## src/rtl/clkpre_pkg.sv

```systemverilog
package clkpre_pkg;

   // Count value loaded into the divider at terminal count.
   // Bypass code (all ones) loads zero so every base tick is terminal.
   function automatic logic [8:0] reload_to_count(input logic [7:0] r);
      logic [8:0] span;
      if (&r) begin
         reload_to_count = '0;
      end else begin
         span = {~r, 1'b0};
         reload_to_count = span - 9'd1;
      end
   endfunction

endpackage

```

## src/rtl/clkpre_front.sv

```systemverilog
module clkpre_front (
   input  logic clk,
   input  logic rst_n,
   input  logic x2_req_i,
   output logic base_tick_o,
   output logic half_o,
   output logic x2_act_o
);
   logic half_q;
   logic x2_q;

   always_ff @(posedge clk or negedge rst_n) begin
      if (!rst_n) begin
         half_q <= 1'b0;
         x2_q   <= 1'b0;
      end else begin
         half_q <= ~half_q;
         // mode accepted only while the divide-by-2 phase is high
         if (half_q) x2_q <= x2_req_i;
      end
   end

   assign base_tick_o = x2_q | half_q;
   assign half_o      = half_q;
   assign x2_act_o    = x2_q;
endmodule

```

## src/rtl/clkpre_div.sv

```systemverilog
module clkpre_div #(
   parameter int RW = 8
) (
   input  logic          clk,
   input  logic          rst_n,
   input  logic          tick_i,
   input  logic [RW-1:0] reload_i,
   output logic          strobe_o
);
   import clkpre_pkg::*;
   localparam int CW = RW + 1;

   logic [CW-1:0] cnt_q;
   logic          term;

   assign term     = tick_i && (cnt_q == '0);
   assign strobe_o = term;

   always_ff @(posedge clk or negedge rst_n) begin
      if (!rst_n) begin
         cnt_q <= '0;
      end else if (term) begin
         cnt_q <= reload_to_count(reload_i);
      end else if (tick_i) begin
         cnt_q <= cnt_q - 1'b1;
      end
   end
endmodule

```

## src/rtl/clkpre_periph.sv

```systemverilog
module clkpre_periph #(
   parameter int NPER    = 4,
   parameter bit SEL_POL = 1'b1
) (
   input  logic            clk,
   input  logic            rst_n,
   input  logic            cpu_en_i,
   input  logic            x2_act_i,
   input  logic [NPER-1:0] sel_i,
   output logic [NPER-1:0] en_o
);
   logic            phase_q;
   logic [NPER-1:0] half_rate;

   always_ff @(posedge clk or negedge rst_n) begin
      if (!rst_n)        phase_q <= 1'b0;
      else if (cpu_en_i) phase_q <= ~phase_q;
   end

   generate
      if (SEL_POL) begin : g_pos
         assign half_rate = sel_i;
      end else begin : g_neg
         assign half_rate = ~sel_i;
      end
   endgenerate

   for (genvar i = 0; i < NPER; i++) begin : g_ch
      assign en_o[i] = cpu_en_i && (!x2_act_i || !half_rate[i] || phase_q);
   end
endmodule

```

## src/rtl/clkpre_top.sv

```systemverilog
module clkpre_top #(
   parameter int NPER = 4,
   parameter int RW   = 8
) (
   input  logic            clk,
   input  logic            rst_n,
   input  logic            x2_req_i,
   input  logic [RW-1:0]   reload_i,
   input  logic [NPER-1:0] periph_slow_i,
   output logic            cpu_en_o,
   output logic [NPER-1:0] periph_en_o
);
   generate
      if (NPER < 1) begin : g_bad_nper
         $error("NPER must be at least 1");
      end
      if (RW != 8) begin : g_bad_rw
         $error("RW must be 8");
      end
   endgenerate

   logic base_tick;
   logic half_phase;
   logic x2_act;

   clkpre_front u_front (
      .clk        (clk),
      .rst_n      (rst_n),
      .x2_req_i   (x2_req_i),
      .base_tick_o(base_tick),
      .half_o     (half_phase),
      .x2_act_o   (x2_act)
   );

   clkpre_div #(.RW(RW)) u_div (
      .clk     (clk),
      .rst_n   (rst_n),
      .tick_i  (base_tick),
      .reload_i(reload_i),
      .strobe_o(cpu_en_o)
   );

   clkpre_periph #(.NPER(NPER), .SEL_POL(1'b1)) u_periph (
      .clk     (clk),
      .rst_n   (rst_n),
      .cpu_en_i(cpu_en_o),
      .x2_act_i(x2_act),
      .sel_i   (periph_slow_i),
      .en_o    (periph_en_o)
   );
endmodule

```

## config.mk

```make
export PLATFORM = sky130hd
export DESIGN_NAME = clkpre_top
export DESIGN_NICKNAME = d
export VERILOG_FILES = /design/src/rtl/clkpre_pkg.sv /design/src/rtl/clkpre_front.sv /design/src/rtl/clkpre_div.sv /design/src/rtl/clkpre_periph.sv /design/src/rtl/clkpre_top.sv
export SDC_FILE = /design/constraint.sdc
export NUM_CORES = 1
export LEC_CHECK = 0
export ABC_AREA = 1
export ABC_CLOCK_PERIOD_IN_PS = 1400
export BUFFER_PORTS_ARGS = -buffer_cell sky130_fd_sc_hd__buf_2
export CORE_AREA = 2 2 60 62
export CTS_BUF_LIST = sky130_fd_sc_hd__clkbuf_16
export DETAILED_ROUTE_END_ITERATION = 12
export DIE_AREA = 0 0 62 64
export PLACE_DENSITY = 0.51
export SLEW_MARGIN = 10
export SYNTH_ARGS = -nofsm -noshare
export SYNTH_HDL_FRONTEND = slang
export SYNTH_HIERARCHICAL = 1
export SYNTH_SLANG_ARGS = --single-unit
```

## constraint.sdc

```tcl
create_clock -name clk -period 1.4 [get_ports clk]
set_clock_uncertainty 0.1 [all_clocks]
set_input_delay 0.14 -clock clk [delete_from_list [all_inputs] [get_ports clk]]
set_output_delay 0.14 -clock clk [all_outputs]
set_load 0.01 [all_outputs]
```

==> metrics <==
1st-iter DRT viols=25; CP max stage cell=dfrtp_1; period utilization=127.2%; Core ar.=3284 µm²; CP peak stage delay=around 0.4 ns; Max VDD drop=around 0.00095 V; final setup fails=15; Initial Util=29.22%; post-route ant nets=0; Tmin final=about 1.8 ns; clk buf depth=2; row count=21; Nets=221; CTS tree=yes; largest net degree at the start of global routing=14; critical path endpoint category=output pin; worst slew pin tran=~0.30 ns; Fill cells=between 300 and 400; R2R depth=12; overall via count from detail_route=about 1,100; CP Data Arrival Time=approximately 1.5 ns; Hold Path Cell Cnt=3; Startpoint Class=flop; commonest non-fill, non-tap cell in the layout=nand2_1; fin area=1613 µm²; CP Buf/Inv Count=4; max-slew violation count=0; first-pass GRT wire length=4.485 mm; clk slew on worst S/H paths=approximately 0.05 ns; Total GRT Usage=approximately 15%; status=finished with violations; worst path required time=1.16 ns; vias in the first global route=roughly 1,000; Sum Neg Setup Slack=-4.070 ns; register area share after synthesis=between 30% and 40%; dpl cell area=1303 µm²; Port Buffer Count=19; HP Start=x2_req_i; Final WS setup=-0.3806 ns; Hold WC Path Type=primary input to flop; worst r2r dst=u_div/cnt_q[2]$_DFFE_PN0P_; DIE AREA=between 3000 and 4000 µm²; fmax=561.6 MHz; worst-skew pair later-pin latency=approximately 0.24 ns; Hold EP=u_front/x2_act_o$_DFFE_PN0P_; Slew headroom=79.74%; Cells after DPL=approximately 230; Final Hold Fails=0; DR pass1 iterations=4; Yosys top cell by area=dfrtp_1; fraction of layout cells with a size suffix above 1=between 40% and 50%; worst hold slack=about 0.008 ns; crit path kind=flop to output pin; post-synth top area share=approximately 31%; CP Cell Sequence=or2_4 -> inv_2 -> nor2_2 -> nand2_2 -> nor2_4 -> nand2_4 -> clkinv_4 -> buf_4 -> buf_6; Num CTS Buffers=3; CP max FO=3; Avg Cell Area, Syn=roughly 6.4 µm²; wire per inst=11.59 µm; number of distinct library cells after synthesis=24; Power Density=between 1000 and 1500 nW/µm²; commonest non-fill, non-tap cells in the layout=39 x nand2_1, 27 x buf_4, 20 x nor2_1; antenna violations before repair=0; area delta synth->final=68.06%; gr ovfl total=0; top cells by area, synth=dfrtp_1 31%, nand2_1 18%, nor2_1 10%; max cap viols=0; register area=roughly 300 µm²; r2r setup slk=-0.30 ns; H-tree depth=1; synthesized flop and latch total=12; Antenna Cells=0; crit-path leading delay family=simple AND/OR/NAND/NOR gates; final wirelength=approximately 2.9 mm; clk root buf=clkbuf_16; Syn Nets=167; Post-Syn Instances=149; DP HPWL=between 2 and 2.5 mm; Multi-input gate area=slightly above 700 µm²; Critical R2R Launch=u_div/cnt_q[0]$_DFFE_PN0P_; Die Y=around 64 µm; RSZ-0062 raised after global routing=true; non-filler cells, final=approximately 250; TritonCTS Sinks=12; violated checks=negative setup slack; synthesized area=approximately 960 µm²; Final Wtd Congestion=about 0.83; detailed-route DRC error count=0; via density per instance=approximately 4.6; Yosys warning count=6; die width=62 µm; io pins=20; leakage power of the design=slightly above 0.8 nW
worst max-delay path by stage:
stage                               start             end  cells after the start  slack [ns]
2_1_floorplan  u_div/cnt_q[0]$_DFFE_PN0P_  periph_en_o[0]                     10       -0.11
3_3_place_gp   u_div/cnt_q[1]$_DFFE_PN0P_  periph_en_o[2]                     11       -0.15
3_5_place_dp   u_div/cnt_q[0]$_DFFE_PN0P_  periph_en_o[2]                     11       -0.18
4_1_cts        u_div/cnt_q[0]$_DFFE_PN0P_  periph_en_o[2]                     11       -0.35
5_1_grt        u_div/cnt_q[0]$_DFFE_PN0P_  periph_en_o[2]                     11       -0.48
6_report         u_front/half_o$_DFF_PN0_        cpu_en_o                      9       -0.38
cell usage after synthesis (all sizes together):
master / number
nand2: 48
nor2: 32
inv: 17
nand3: 14
dfrtp: 12
a21oi: 6
o21ai: 4
ha: 3
xor2: 3
a31oi: 1
clkbuf: 1
clkinv: 1
nand3b: 1
nand4: 1
nor3: 1
o21bai: 1
o31ai: 1
or2: 1
xnor2: 1
routing by layer:
metal	GRT usage [%]	up-vias	wire, µm
met4	1.596	0	0
met5	0	-	0
met1	18.19	534	1221
met2	26.30	27	1525
li1	-	575	-
met3	3.644	0	128
stage by stage:
step,power [W],setup slack (ns),utilization [%]
global placement,0.001559,-0.1456,39.66
detailed placement,0.001575,-0.1839,39.66
global route,0.002546,-0.4816,49.10
floorplan,0.001171,-0.1139,-
finish,0.002355,-0.3806,49.10
CTS,0.002215,-0.3500,45.90
flip-flops by register name, indices dropped and copies added (netlist names):
name / cells
u_div/cnt_q: 9
u_front/half_o: 1
u_periph/phase_q: 1
u_front/x2_act_o: 1
cells by family (layout without fill, tap and decap cells):
| kind of cell | after synthesis | in the layout | synth area share [%] |
|---|---|---|---|
| AND/OR/NAND/NOR | 98 | 98 | 46.15 |
| buffers and inverters | 19 | 72 | 7.561 |
| AO/OA/AOI/OAI | 13 | 13 | 7.433 |
| flip-flops | 12 | 12 | 31.29 |
| XOR/XNOR | 4 | 4 | 3.651 |
| adder cells (fa/ha/maj) | 3 | 3 | 3.912 |
where the power goes:
group | switching [W] | internal [W]
Clock | 0.000154 | 0.000376
Combinational | 0.000633 | 0.000587
Sequential | 0.000134 | 0.000471
Total | 0.000921 | 0.00143
worst register-to-register path, cell delays in order, from the launching register on:
cell and delay (ns):
dfrtp_1 0.38, inv_2 0.09, ha_4 0.13, inv_2 0.04, nor2_4 0.08, nand2_2 0.08, nor2_4 0.12, nand2_4 0.07
buf_4 0.13, buf_4 0.13, buf_6 0.12, o21ai_2 0.05, a21oi_1 0.07
repair_timing:
action / in CTS / in global routing
pin swaps: 10 / 11
hold buffers: 1 / 0
endpoints found under the hold margin: 12 / 0
resized for setup: 12 / 21
setup endpoints to repair: 15 / 15
buffers inserted: 10 / 6
area by class of cell:
cell class / instances / area share [%]
Sequential cell: 12 / 18.62
Tap cell: 46 / 3.569
Clock buffer: 3 / 4.655
Inverter: 18 / 4.965
Multi-Input combinational cell: 118 / 44.84
Clock inverter: 1 / 0.2327
Timing Repair Buffer: 50 / 23.12
No activity file was read; power rests on OpenSTA's default activity.
